**config.mk**
```make
export PLATFORM = sky130hd
export DESIGN_NAME = clkmul_seq
export DESIGN_NICKNAME = d
export VERILOG_FILES = /design/src/rtl/clkmul_pkg.sv /design/src/rtl/clkmul_rst_sync.sv /design/src/rtl/clkmul_regs.sv /design/src/rtl/clkmul_settle_timer.sv /design/src/rtl/clkmul_fsm.sv /design/src/rtl/clkmul_seq.sv
export SDC_FILE = /design/constraint.sdc
export NUM_CORES = 1
export LEC_CHECK = 0
export BUFFER_PORTS_ARGS = -buffer_cell sky130_fd_sc_hd__buf_2
export CORE_AREA = 5 5 70 56
export DETAILED_ROUTE_END_ITERATION = 10
export DIE_AREA = 0 0 75 61
export PLACE_DENSITY = 0.69
export SYNTH_ARGS = -nofsm -noshare
export SYNTH_HDL_FRONTEND = slang
export SYNTH_SLANG_ARGS = --single-unit
```
**constraint.sdc**
```tcl
create_clock -name clk -period 2.1 [get_ports clk]
set_input_delay 0.105 -clock clk [delete_from_list [all_inputs] [get_ports clk]]
set_output_delay 0.105 -clock clk [all_outputs]
set_load 0.02 [all_outputs]
```
**src/rtl/clkmul_pkg.sv**
```systemverilog
package clkmul_pkg;

  typedef enum logic [1:0] {
    ST_RUN    = 2'd0,
    ST_STOP   = 2'd1,
    ST_SETTLE = 2'd2
  } seq_state_e;

  localparam logic [1:0] FACTOR_RSVD = 2'b11;

endpackage

```
**src/rtl/clkmul_rst_sync.sv**
```systemverilog
module clkmul_rst_sync #(
  parameter int STAGES = 2
) (
  input  logic clk,
  input  logic rst_n,
  output logic rst_sync_n
);
  logic [STAGES-1:0] chain_q;

  always_ff @(posedge clk or negedge rst_n) begin
    if (!rst_n) chain_q <= '0;
    else        chain_q <= {chain_q[STAGES-2:0], 1'b1};
  end

  assign rst_sync_n = chain_q[STAGES-1];
endmodule

```
**src/rtl/clkmul_regs.sv**
```systemverilog
module clkmul_regs
  import clkmul_pkg::*;
#(
  parameter int FACTOR_W = 2,
  parameter int SETTLE_W = 3
) (
  input  logic                clk,
  input  logic                rst_n,
  input  logic                wr_ok,
  input  logic [FACTOR_W-1:0] wr_factor,
  input  logic                wr_mode,
  input  logic [SETTLE_W-1:0] wr_settle,
  input  logic                commit,
  input  logic                running,
  output logic [FACTOR_W-1:0] factor_act,
  output logic [SETTLE_W-1:0] settle_code
);
  logic [FACTOR_W-1:0] act_q, act_d;
  logic [FACTOR_W-1:0] pend_q, pend_d;
  logic                mode_q, mode_d;
  logic [SETTLE_W-1:0] settle_q, settle_d;
  logic                code_valid;
  logic                ctrl_en;
  logic                pend_en;
  logic                act_en;

  assign code_valid = (wr_factor != FACTOR_W'(FACTOR_RSVD));
  assign ctrl_en    = wr_ok;
  assign pend_en    = wr_ok && code_valid;
  assign act_en     = commit || (pend_en && wr_mode);

  always_comb begin
    mode_d   = mode_q;
    settle_d = settle_q;
    pend_d   = pend_q;
    act_d    = act_q;
    if (ctrl_en) begin
      mode_d   = wr_mode;
      settle_d = wr_settle;
    end
    if (pend_en) pend_d = wr_factor;
    if (act_en) begin
      if (commit) act_d = pend_q;
      else        act_d = wr_factor;
    end
  end

  always_ff @(posedge clk or negedge rst_n) begin
    if (!rst_n) begin
      act_q    <= '0;
      pend_q   <= '0;
      mode_q   <= 1'b0;
      settle_q <= '0;
    end else begin
      if (ctrl_en) begin
        mode_q   <= mode_d;
        settle_q <= settle_d;
      end
      if (pend_en) pend_q <= pend_d;
      if (act_en)  act_q  <= act_d;
    end
  end

  assign factor_act  = act_q;
  assign settle_code = settle_q;

  a_r3_immediate_switch: assert property (@(posedge clk) disable iff (!rst_n)
    (wr_ok && wr_mode && wr_factor != FACTOR_W'(FACTOR_RSVD)) |=> (act_q == $past(wr_factor)));

  a_r4_deferred_hold: assert property (@(posedge clk) disable iff (!rst_n)
    (wr_ok && !wr_mode) |=> $stable(act_q));

  a_r2_reserved_keeps: assert property (@(posedge clk) disable iff (!rst_n)
    (wr_ok && wr_factor == FACTOR_W'(FACTOR_RSVD)) |=> ($stable(act_q) && $stable(pend_q)));

  a_r8_fields_frozen: assert property (@(posedge clk) disable iff (!rst_n)
    !running |=> ($stable(mode_q) && $stable(settle_q) && $stable(pend_q)));

  a_r2_never_reserved: assert property (@(posedge clk) disable iff (!rst_n)
    act_q != FACTOR_W'(FACTOR_RSVD));
endmodule

```
**src/rtl/clkmul_settle_timer.sv**
```systemverilog
module clkmul_settle_timer #(
  parameter int SETTLE_W  = 3,
  parameter int BASE_LOG2 = 3
) (
  input  logic                clk,
  input  logic                rst_n,
  input  logic                start,
  input  logic                active,
  input  logic [SETTLE_W-1:0] code,
  output logic                done
);
  localparam int CNT_W = BASE_LOG2 + (1 << SETTLE_W);

  logic [CNT_W-1:0] cnt_q, cnt_d;
  logic [CNT_W-1:0] last_val;
  logic             cnt_en;

  assign last_val = (CNT_W'(1) << (BASE_LOG2 + int'(code))) - CNT_W'(1);
  assign cnt_en   = start || active;
  assign done     = active && (cnt_q == last_val);

  always_comb begin
    cnt_d = cnt_q;
    if (start)      cnt_d = '0;
    else if (done)  cnt_d = '0;
    else if (active) cnt_d = cnt_q + CNT_W'(1);
  end

  always_ff @(posedge clk or negedge rst_n) begin
    if (!rst_n)      cnt_q <= '0;
    else if (cnt_en) cnt_q <= cnt_d;
  end

  a_r6_count_bound: assert property (@(posedge clk) disable iff (!rst_n)
    active |-> (cnt_q <= last_val));

  a_r6_count_advance: assert property (@(posedge clk) disable iff (!rst_n)
    (active && !done && !start) |=> (cnt_q == $past(cnt_q) + CNT_W'(1)));
endmodule

```
**src/rtl/clkmul_fsm.sv**
```systemverilog
module clkmul_fsm
  import clkmul_pkg::*;
(
  input  logic       clk,
  input  logic       rst_n,
  input  logic       stby_req,
  input  logic       wake,
  input  logic       settle_done,
  output logic       running,
  output logic       commit,
  output logic       settle_start,
  output logic       settling,
  output logic       stopped
);
  seq_state_e state_q, state_d;

  assign running      = (state_q == ST_RUN);
  assign stopped      = (state_q == ST_STOP);
  assign settling     = (state_q == ST_SETTLE);
  assign commit       = running && stby_req;
  assign settle_start = stopped && wake;

  always_comb begin
    state_d = state_q;
    unique case (state_q)
      ST_RUN:    if (stby_req)    state_d = ST_STOP;
      ST_STOP:   if (wake)        state_d = ST_SETTLE;
      ST_SETTLE: if (settle_done) state_d = ST_RUN;
      default:                    state_d = ST_RUN;
    endcase
  end

  always_ff @(posedge clk or negedge rst_n) begin
    if (!rst_n) state_q <= ST_RUN;
    else        state_q <= state_d;
  end

  a_r5_stop_entry: assert property (@(posedge clk) disable iff (!rst_n)
    (running && stby_req) |=> stopped);

  a_r7_settle_ignores_stby: assert property (@(posedge clk) disable iff (!rst_n)
    (settling && !settle_done) |=> settling);

  a_r7_stop_needs_wake: assert property (@(posedge clk) disable iff (!rst_n)
    (stopped && !wake) |=> stopped);

  a_r7_run_ignores_wake: assert property (@(posedge clk) disable iff (!rst_n)
    (running && !stby_req) |=> running);
endmodule

```
**src/rtl/clkmul_seq.sv**
```systemverilog
module clkmul_seq
  import clkmul_pkg::*;
#(
  parameter int FACTOR_W  = 2,
  parameter int SETTLE_W  = 3,
  parameter int BASE_LOG2 = 3,
  parameter int SYNC_STG  = 2
) (
  input  logic                clk,
  input  logic                rst_n,
  input  logic                wr_en,
  input  logic [FACTOR_W-1:0] wr_factor,
  input  logic                wr_mode,
  input  logic [SETTLE_W-1:0] wr_settle,
  input  logic                stby_req,
  input  logic                wake,
  output logic [FACTOR_W-1:0] factor_act,
  output logic                clk_stopped,
  output logic                clk_ready
);
  logic                rst_i_n;
  logic                running;
  logic                commit;
  logic                settle_start;
  logic                settling;
  logic                stopped;
  logic                settle_done;
  logic                wr_ok;
  logic [SETTLE_W-1:0] settle_code;

  clkmul_rst_sync #(.STAGES(SYNC_STG)) u_rst_sync (
    .clk        (clk),
    .rst_n      (rst_n),
    .rst_sync_n (rst_i_n)
  );

  // standby has priority over a write in the same cycle
  assign wr_ok = wr_en && running && !stby_req;

  clkmul_fsm u_fsm (
    .clk          (clk),
    .rst_n        (rst_i_n),
    .stby_req     (stby_req),
    .wake         (wake),
    .settle_done  (settle_done),
    .running      (running),
    .commit       (commit),
    .settle_start (settle_start),
    .settling     (settling),
    .stopped      (stopped)
  );

  clkmul_regs #(.FACTOR_W(FACTOR_W), .SETTLE_W(SETTLE_W)) u_regs (
    .clk         (clk),
    .rst_n       (rst_i_n),
    .wr_ok       (wr_ok),
    .wr_factor   (wr_factor),
    .wr_mode     (wr_mode),
    .wr_settle   (wr_settle),
    .commit      (commit),
    .running     (running),
    .factor_act  (factor_act),
    .settle_code (settle_code)
  );

  clkmul_settle_timer #(.SETTLE_W(SETTLE_W), .BASE_LOG2(BASE_LOG2)) u_timer (
    .clk    (clk),
    .rst_n  (rst_i_n),
    .start  (settle_start),
    .active (settling),
    .code   (settle_code),
    .done   (settle_done)
  );

  assign clk_stopped = stopped;
  assign clk_ready   = running;

  a_r10_flags_exclusive: assert property (@(posedge clk) disable iff (!rst_i_n)
    !(clk_stopped && clk_ready));

  a_r9_stby_beats_write: assert property (@(posedge clk) disable iff (!rst_i_n)
    (running && stby_req && wr_en) |=> (clk_stopped && $stable(settle_code)));

  a_r6_no_ready_while_settling: assert property (@(posedge clk) disable iff (!rst_i_n)
    (settling && !settle_done) |=> !clk_ready);
endmodule

```
==> results of run 1 <==
## stage by stage
| stage | instance area, um^2 | worst slack [ps] |
|---|---|---|
| 6_report | 1490 | 182 |
| 5_1_grt | 1490 | 11.5 |
| 2_1_floorplan | 1370 | 342 |
| 4_1_cts | 1490 | 123 |
| 3_5_place_dp | 1430 | 136 |
| 3_3_place_gp | 1430 | 217 |
## worst max-delay path, cell delays in order, from the launching register on
cell and delay (ps):
sky130_fd_sc_hd__dfrtp_1 500, sky130_fd_sc_hd__a2111oi_0 500, sky130_fd_sc_hd__a21oi_1 70, sky130_fd_sc_hd__nor2_1 160
sky130_fd_sc_hd__a31oi_2 120, sky130_fd_sc_hd__buf_4 220, sky130_fd_sc_hd__a22o_1 250
## layout by cell type (no fill, tap or decap), types with 3 or more instances in the layout
| cell type | synthesis | final |
|---|---|---|
| sky130_fd_sc_hd__conb_1 | 1 | 3 |
| sky130_fd_sc_hd__nand4_1 | 3 | 3 |
| sky130_fd_sc_hd__a21oi_1 | 16 | 16 |
| sky130_fd_sc_hd__clkbuf_8 | 0 | 4 |
| sky130_fd_sc_hd__nor2_1 | 13 | 13 |
| sky130_fd_sc_hd__inv_1 | 4 | 4 |
| sky130_fd_sc_hd__nand2_1 | 12 | 12 |
| sky130_fd_sc_hd__buf_4 | 2 | 3 |
| sky130_fd_sc_hd__a31oi_1 | 6 | 6 |
| sky130_fd_sc_hd__mux2_2 | 4 | 4 |
| sky130_fd_sc_hd__and3_1 | 6 | 6 |
| sky130_fd_sc_hd__o21ai_0 | 3 | 3 |
| sky130_fd_sc_hd__nand3_1 | 10 | 10 |
| sky130_fd_sc_hd__dfrtp_1 | 22 | 20 |
| sky130_fd_sc_hd__o22ai_1 | 6 | 6 |
| sky130_fd_sc_hd__nand2b_1 | 10 | 10 |
| sky130_fd_sc_hd__buf_2 | 2 | 14 |
## kinds of logic (layout without fill, tap and decap cells)
| kind of cell | count (synthesis) | after routing | synth area share, % |
|---|---|---|---|
| xor gates and xnor gates | 3 | 3 | 1.94 |
| adders and majority gates | 2 | 2 | 1.84 |
| other | 1 | 3 | 0.276 |
| DFF | 22 | 22 | 40.6 |
| muxes | 5 | 5 | 4.06 |
| AOI/OAI and AO/OA | 44 | 44 | 20.6 |
| and+or+nand+nor | 62 | 62 | 23.7 |
| buffers and inverters | 14 | 26 | 7.10 |
## flip-flops by register name, summed over array words and instances, names as in the netlist
signal and cells:
u_regs.settle_code 3, u_regs.factor_act 2, u_fsm.state_q 2, u_timer.cnt_q 11
u_regs.pend_q 2, u_rst_sync.chain_q 2
## worst max-delay path by stage
stage,end,slack (ps),cells after the start
2_1_floorplan,u_timer.cnt_q[5]$_DFFE_PN0P_,340,9
3_3_place_gp,u_timer.cnt_q[1]$_DFFE_PN0P_,220,7
3_5_place_dp,u_timer.cnt_q[7]$_DFFE_PN0P_,140,8
4_1_cts,u_timer.cnt_q[7]$_DFFE_PN0P_,120,8
5_1_grt,u_timer.cnt_q[7]$_DFFE_PN0P_,10,8
6_report,u_timer.cnt_q[1]$_DFFE_PN0P_,180,6
## where the power goes
| part | internal, uW | leakage, uW | switching [uW] |
|---|---|---|---|
| Clock | 167 | 0.0000288 | 137 |
| Sequential | 548 | 0.000280 | 209 |
| Combinational | 311 | 0.000361 | 354 |
## metal layers
metal / track usage, % / share of wire, % / up-vias
met5: 0 / 0 / -
met4: 3.81 / 0.46 / 0
met3: 4.14 / 8.5 / 2
met2: 21.2 / 44 / 35
met1: 20.7 / 47 / 568
li1: - / - / 578
## what timing repair did
item,CTS,global route
endpoints found under the hold margin,2,0
setup endpoints to repair,0,8
resized for setup,0,2
hold buffers,1,0
## cell type report
class	count	area, um^2
fill	304	1680
multi-input combinational	119	718
tap	40	50.0
inverter	4	15.0
clock buffer	4	55.1
sequential	22	553
timing repair buffer	18	103
==> summary.md, run 1 <==
After detailed routing, the total wire length is 2.80 mm. The launch point of the worst path is u_regs.settle_code[0]$_DFFE_PN0P_. TritonCTS built the clock tree. For the initial antenna violation count, the log shows 0. The tools report the number of failing hold endpoints at the final stage as 0. In the finished design, the share of the clock period the worst path needs comes to 91.3%.

The clock insertion delay at the later pin of the skew report was 260 ps; the die span in y was 61 um. Yosys mapped a number of flops with a built-in enable equal to 0. For the pin with the worst max-slew slack, the measured transition is 804 ps. For the achievable frequency, the log shows 521 MHz.

The most used flip-flop cell after synthesis is sky130_fd_sc_hd__dfrtp_1. In this run the critical register-to-register path is captured at u_timer.cnt_q[1]$_DFFE_PN0P_. Shortest period the worst path allows: 1920 ps. The floorplan step defined a die boundary enclosing 4580 um^2. The largest net degree at the start of global routing is 21. The effective utilization at floorplan is 42.8%, and the total track usage is 14.4%. The tools report the total instance count after detailed placement as 202.

The critical path is of the flop to flop type. The worst hold path begins at wr_settle[0]. End point of the worst hold path: u_regs.settle_code[0]$_DFFE_PN0P_.

In this run the power density over the cells is 1160 nW/um^2. The worst hold path stage count is 2, and the count of vias placed by the detailed router is 1183. The tools report the number of warning messages in the yosys log as 0. Cells with a size suffix above 1 make up 18.0% of the layout.

The run gives 0 as the number of nets still failing antenna checks after routing. Counting every instance in the synthesized netlist gives 153. The logs give 43 for the number of distinct library cell variants in the gate-level netlist after synthesis and 0 for the max-capacitance violation count.

Setup slack on the worst reg-to-reg path comes out at 180 ps. Counting instances in the post-synthesis netlist gives the leading cell types as 22 x sky130_fd_sc_hd__dfrtp_1, 16 x sky130_fd_sc_hd__a21oi_1, 13 x sky130_fd_sc_hd__nor2_1. Cell with the most instances after synthesis: sky130_fd_sc_hd__dfrtp_1. By area the synthesized netlist is led by sky130_fd_sc_hd__dfrtp_1 41%, sky130_fd_sc_hd__a21oi_1 5.9%, sky130_fd_sc_hd__nand2b_1 4.6%.

The final standard cell count with taps included and fillers excluded is 207, and the end-of-flow core utilization is 47.0%. After global routing the overflow that remains totals 0. For the worst ir drop on vdd, the log shows 711 uV. In this run the core area contains 18 standard-cell rows. Level count of the clock H-tree: 1. STA classifies the critical path startpoint as a flop. The logs give 1104 for the via count of the first global-routing pass and 3180 um^2 for the core footprint. The root buffer cell chosen for the clock tree is sky130_fd_sc_hd__clkbuf_8. After synthesis the netlist holds a flip-flop and latch count of 22. The headroom to the max-slew limit was 46.4%; the CTS clock-pin slew for the worst setup and hold paths was 80 ps. The signal arrival time at the worst endpoint is 2070 ps, and the count of clock tree sinks is 22. The HPWL after detailed placement is 2.10 mm. The highest net fanout along the worst path is 18.

Clock tree synthesis inserted a total of 3 buffers. Data on the critical path is required at its endpoint by 2260 ps. The worst setup path is captured at a flop. The area share of the largest cell type after synthesis was 40.6%; the number of setup violations in the final report was 0. During I/O placement, the number of pins put on the boundary was 15. The worst register-to-register path begins at u_regs.settle_code[0]$_DFFE_PN0P_.

The final-report max-slew violation count is 0. The run finished with clean final reports. The cell type contributing the most total cell area after synthesis was sky130_fd_sc_hd__dfrtp_1. After clock tree synthesis, the setup repair step added 0 buffers.

After detailed routing, the average wire length per cell comes to 13.5 um. Counting cells, the worst reg-to-reg path comes to 6. The logs give 0 ps for the summed negative setup slack over all endpoints and 31 for the number of DRC markers after the initial detailed-route iteration. The area added between synthesis and finish was 10.0%; the number of inserted diodes was 0. The die is 75 um wide.

The final RePlAce weighted congestion was 0.903. For this run, design rule violations remaining after detail routing come to 0. The standby leakage power was 0.000669 uW. The longest clock path from root to sink contains 2 buffers. In the routed layout, each cell is associated on average with a via count of 5.71. The part of the Yosys area used for sequential elements was 40.6%. The path class of the tightest hold or removal check is input port to flop. The average instance area after synthesis was 8.87 um^2. The maximum clock skew at final layout was 5.42 ps; the post-layout net count was 181.

In this run the tool buffered the top-level ports with 14 buffer cells. Setup repair after global routing left no endpoint under its margin. The pre-antenna-repair detailed-routing pass consisted of 4 iterations. The tools report the tightest hold margin as 74.0 ps. The share of flip-flops with an asynchronous set or reset was 100%; the area of the mapped netlist was 1360 um^2. The wire length of the first global-routing pass was 5.02 mm. Overall power consumption after layout is estimated at 1730 uW.
Note: power is estimated with default switching activity, not from simulation.
==> run 2, diff against run 1 <==
--- a/config.mk
+++ b/config.mk
@@ -6,10 +6,13 @@
 export NUM_CORES = 1
 export LEC_CHECK = 0
 export BUFFER_PORTS_ARGS = -buffer_cell sky130_fd_sc_hd__buf_2
-export CORE_AREA = 5 5 70 56
+export CORE_AREA = 5 5 69 55
 export DETAILED_ROUTE_END_ITERATION = 10
-export DIE_AREA = 0 0 75 61
+export DIE_AREA = 0 0 74 60
 export PLACE_DENSITY = 0.69
+export RECOVER_POWER = 50
+export SLEW_MARGIN = 20
 export SYNTH_ARGS = -nofsm -noshare
 export SYNTH_HDL_FRONTEND = slang
+export SYNTH_HIERARCHICAL = 1
 export SYNTH_SLANG_ARGS = --single-unit
==> summary.md, run 2 <==
The run finished with clean final reports. The level count of the clock H-tree was 1. For the required time of the critical path, the log shows 2250 ps. In this run, synthesis inferred 0 flip-flops with an integrated enable. The run gives 714 um^2 as the multi-input logic area.

The cell family contributing the most delay on the critical path is compound AO/OA/AOI/OAI gates. The die covers 4440 um^2. The number of buffer and inverter stages on the critical path came out at 1.

TritonCTS built the clock tree. Summed over all layers, the global routing overflow is 0. Fraction of final layout cells with drive strength greater than 1: 17.5%.

Using the TritonRoute via totals, the vias-per-cell ratio works out to 5.33. On the worst path, the slowest cell contributes a delay of 410 ps. Counting the buffers created by CTS gives 3. Row generation in the floorplan step produced 18 rows.

The critical path in this run is classified as flop to flop. sky130_fd_sc_hd__dfrtp_1 is the most common cell in the netlist. Clock skew on the completed layout was measured at 1.56 ps. The initial antenna violation count is 0. Setup repair after global routing left no endpoint under its margin. After detailed routing, the total wire length is 2.78 mm.

The worst min-delay path class was input port to flop. By area the synthesized netlist is led by sky130_fd_sc_hd__dfrtp_1 42%, sky130_fd_sc_hd__nor2_1 5.5%, sky130_fd_sc_hd__xor2_1 4.7%. Cell type contributing the most total cell area after synthesis: sky130_fd_sc_hd__dfrtp_1. The most frequent cell on the critical path was sky130_fd_sc_hd__o21ai_1. Sum of net half-perimeters after detailed placement: 2.13 mm. The post-layout net count is 180, and the register-to-register path setup slack is 80 ps. For the worst flop-to-flop path, the logic depth is 7. In this run, the number of DRC markers left after iteration 0 of detailed routing was 113. The share of the Yosys chip area taken by registers is 42.4%. At the later pin of the worst-skew pair, clock insertion delay measures 260 ps. Hold path startpoint: wr_settle[1]. Of all nets on the critical path, the largest fanout is 10. The via count of the first global-routing pass came out at 986. Commonest register cell after synthesis: sky130_fd_sc_hd__dfrtp_1. The tools report the beginning of the worst register-to-register path as u_regs/settle_code[2]$_DFFE_PN0P_. The CTS clock-pin slew for the worst setup and hold paths was 80 ps. The total track usage was 13.5%; the combined flip-flop and latch cell area was 551 um^2. The detailed-router iteration count before antenna repair is 4. Final-report max-slew violation count: 0. For the number of warning messages in the yosys log, the log shows 6. The run gives 0.834 as the final RePlAce weighted congestion. The library cell used most frequently in the layout, excluding fill and tap cells, is sky130_fd_sc_hd__dfrtp_1.

The worst setup path is launched from a flop. In this run the tightest slew margin relative to its limit is 45.0%. For the effective utilization at floorplan, the log shows 41.5%. Counting flops per register, the top entry is u_timer/cnt_q. The cell type of the slowest stage on the worst timing path was sky130_fd_sc_hd__dfrtp_1. The run gives 41 as the number of distinct library cell variants in the gate-level netlist after synthesis. The top cell type by area accounts for 42.4% of the synthesized area. Traced cell by cell, the critical path runs through or3_1 -> a21oi_1 -> o21ai_1 -> a22o_1 -> o41ai_4 -> buf_6 -> o21ai_1. The measured slew at the worst slew-check pin is 825 ps. The area added between synthesis and finish is 17.4%. Post-synthesis sequential element count: 22. The number of input and output port buffers inserted was 14; the cell count after synthesis was 144. Pin placement for this block handled 15 I/O pins.

Period utilization: 96.0%. The shortest period the worst path allows was 2020 ps. The run gives 0 ps as the summed negative setup slack over all endpoints. For the max-capacitance violation count, the log shows 0. For this design, the sink count on the clock tree is 22.

The first global-routing pass estimated 4.60 mm of wire. The worst ir drop on vdd is 707 uV, and the total placed instance area is 1450 um^2. After detailed routing, the average wire length per cell comes to 13.5 um. STA classifies the critical path endpoint as a flop.

The buffer type at the clock tree root was sky130_fd_sc_hd__clkbuf_8. The average instance area after synthesis was 9.02 um^2; the buffer depth of the longest clock path was 2. The count of nets left with antenna violations once routing finished came out at 0. The final route contains 1097 vias. The achievable frequency was 496 MHz. The logs give 21 for the largest net degree at the start of global routing and 1300 um^2 for the area of the mapped netlist.

With fillers left out, the area of the finished cells amounts to 1530 um^2. The die is 60 um tall. Of all flip-flops after synthesis, the portion carrying an async set or reset was 100%.

For the standby leakage power, the log shows 0.000731 uW. The reg-to-reg critical path endpoint was u_timer/cnt_q[9]$_DFFE_PN0P_. For this design the ratio of total power to cell area is 1130 nW/um^2. Setup violations remaining at the end of the flow were counted as 0. The tools report the core footprint as 3130 um^2. The worst hold path terminates at u_regs/settle_code[1]$_DFFE_PN0P_. The register with the most flip-flops in the layout has 11 of them.

The signal arrival time at the worst endpoint was 2170 ps; the x dimension of the die was 74 um. In the layout the commonest cells are 22 x sky130_fd_sc_hd__dfrtp_1, 19 x sky130_fd_sc_hd__nor2_1, 14 x sky130_fd_sc_hd__nand2_1. In the routed design, unresolved DRC markers number 0.

The worst hold path was traced through 2 stages. The number of inserted diodes was 0. The number of failing hold endpoints at the final stage is 0.

The tools report the number of fill cells in the layout as 299. Ranked by instance count, the synthesized netlist is headed by 22 x sky130_fd_sc_hd__dfrtp_1, 19 x sky130_fd_sc_hd__nor2_1, 14 x sky130_fd_sc_hd__nand2_1.
run 2: cell count changes after synthesis, moves of 6 or more:
cell,delta
sky130_fd_sc_hd__nand3_1,-6
sky130_fd_sc_hd__a21oi_1,-10
sky130_fd_sc_hd__nand2b_1,-8
sky130_fd_sc_hd__nor2_1,+6
run 2: worst register-to-register path: cells and delay by family (launching register included):
kind            cells  cell delay, ps
compound gates      5             940
flops               1             410
simple gates        1             380
buf+inv             1             190
run 2: where the power goes:
part           switching (uW)  internal, uW
clock                     135           167
combinational             398           339
sequential                138           547
run 2: worst max path at each step:
| stage | startpoint | to | slack (ps) | cells past startpoint |
|---|---|---|---|---|
| 2_1_floorplan | u_fsm/state_q[0]$_DFFE_PN0P_ | u_timer/cnt_q[10]$_DFFE_PN0P_ | 10 | 7 |
| 3_3_place_gp | u_regs/settle_code[2]$_DFFE_PN0P_ | u_timer/cnt_q[10]$_DFFE_PN0P_ | 110 | 7 |
| 3_5_place_dp | u_regs/settle_code[1]$_DFFE_PN0P_ | u_timer/cnt_q[9]$_DFFE_PN0P_ | 50 | 7 |
| 4_1_cts | u_regs/settle_code[1]$_DFFE_PN0P_ | u_timer/cnt_q[9]$_DFFE_PN0P_ | 30 | 7 |
| 5_1_grt | u_timer/cnt_q[5]$_DFFE_PN0P_ | u_timer/cnt_q[1]$_DFFE_PN0P_ | 6 | 7 |
| 6_report | u_regs/settle_code[2]$_DFFE_PN0P_ | u_timer/cnt_q[9]$_DFFE_PN0P_ | 80 | 7 |
run 2: stage by stage:
stage	worst slack, ps	utilization, %	total power [uW]	hold slack, ps	cells
2_1_floorplan	10.5	-	1180	-191	145
3_3_place_gp	111	46.4	1380	-110	201
3_5_place_dp	49.0	46.4	1410	-109	201
4_1_cts	32.9	48.5	1720	73.0	206
5_1_grt	5.86	48.7	1860	68.2	206
6_report	83.0	48.7	1720	75.1	206
run 2: layout make-up:
cell class | count | area share (%)
Tap cell | 40 | 3.28
Multi-Input combinational cell | 112 | 46.8
Sequential cell | 22 | 36.1
Timing Repair Buffer | 22 | 8.70
Inverter | 6 | 1.48
Clock buffer | 4 | 3.61
run 2: cell families after synthesis:
family	Yosys count	synth area share [%]
muxes	5	4.14
adders and majority gates	2	1.93
xor gates and xnor gates	10	6.74
and+or+nand+nor	65	25.6
AOI/OAI and AO/OA	27	15.2
other	2	0.578
DFF	22	42.4
buffers and inverters	11	3.37
run 2: what timing repair did:
action,4_1_cts,5_1_grt
endpoints found under the hold margin,2,0
endpoints found under the setup margin,0,10
gates resized for setup,0,2
hold buffers,1,0
buffers inserted,0,0
run 2: per-layer routing:
| metal | vias up | track usage (%) | wire length, um |
|---|---|---|---|
| li1 | 544 | - | - |
| met1 | 524 | 20.8 | 1390 |
| met2 | 27 | 19.3 | 1230 |
| met3 | 2 | 3.70 | 151 |
| met4 | 0 | 1.55 | 8 |
| met5 | - | 0 | 0 |
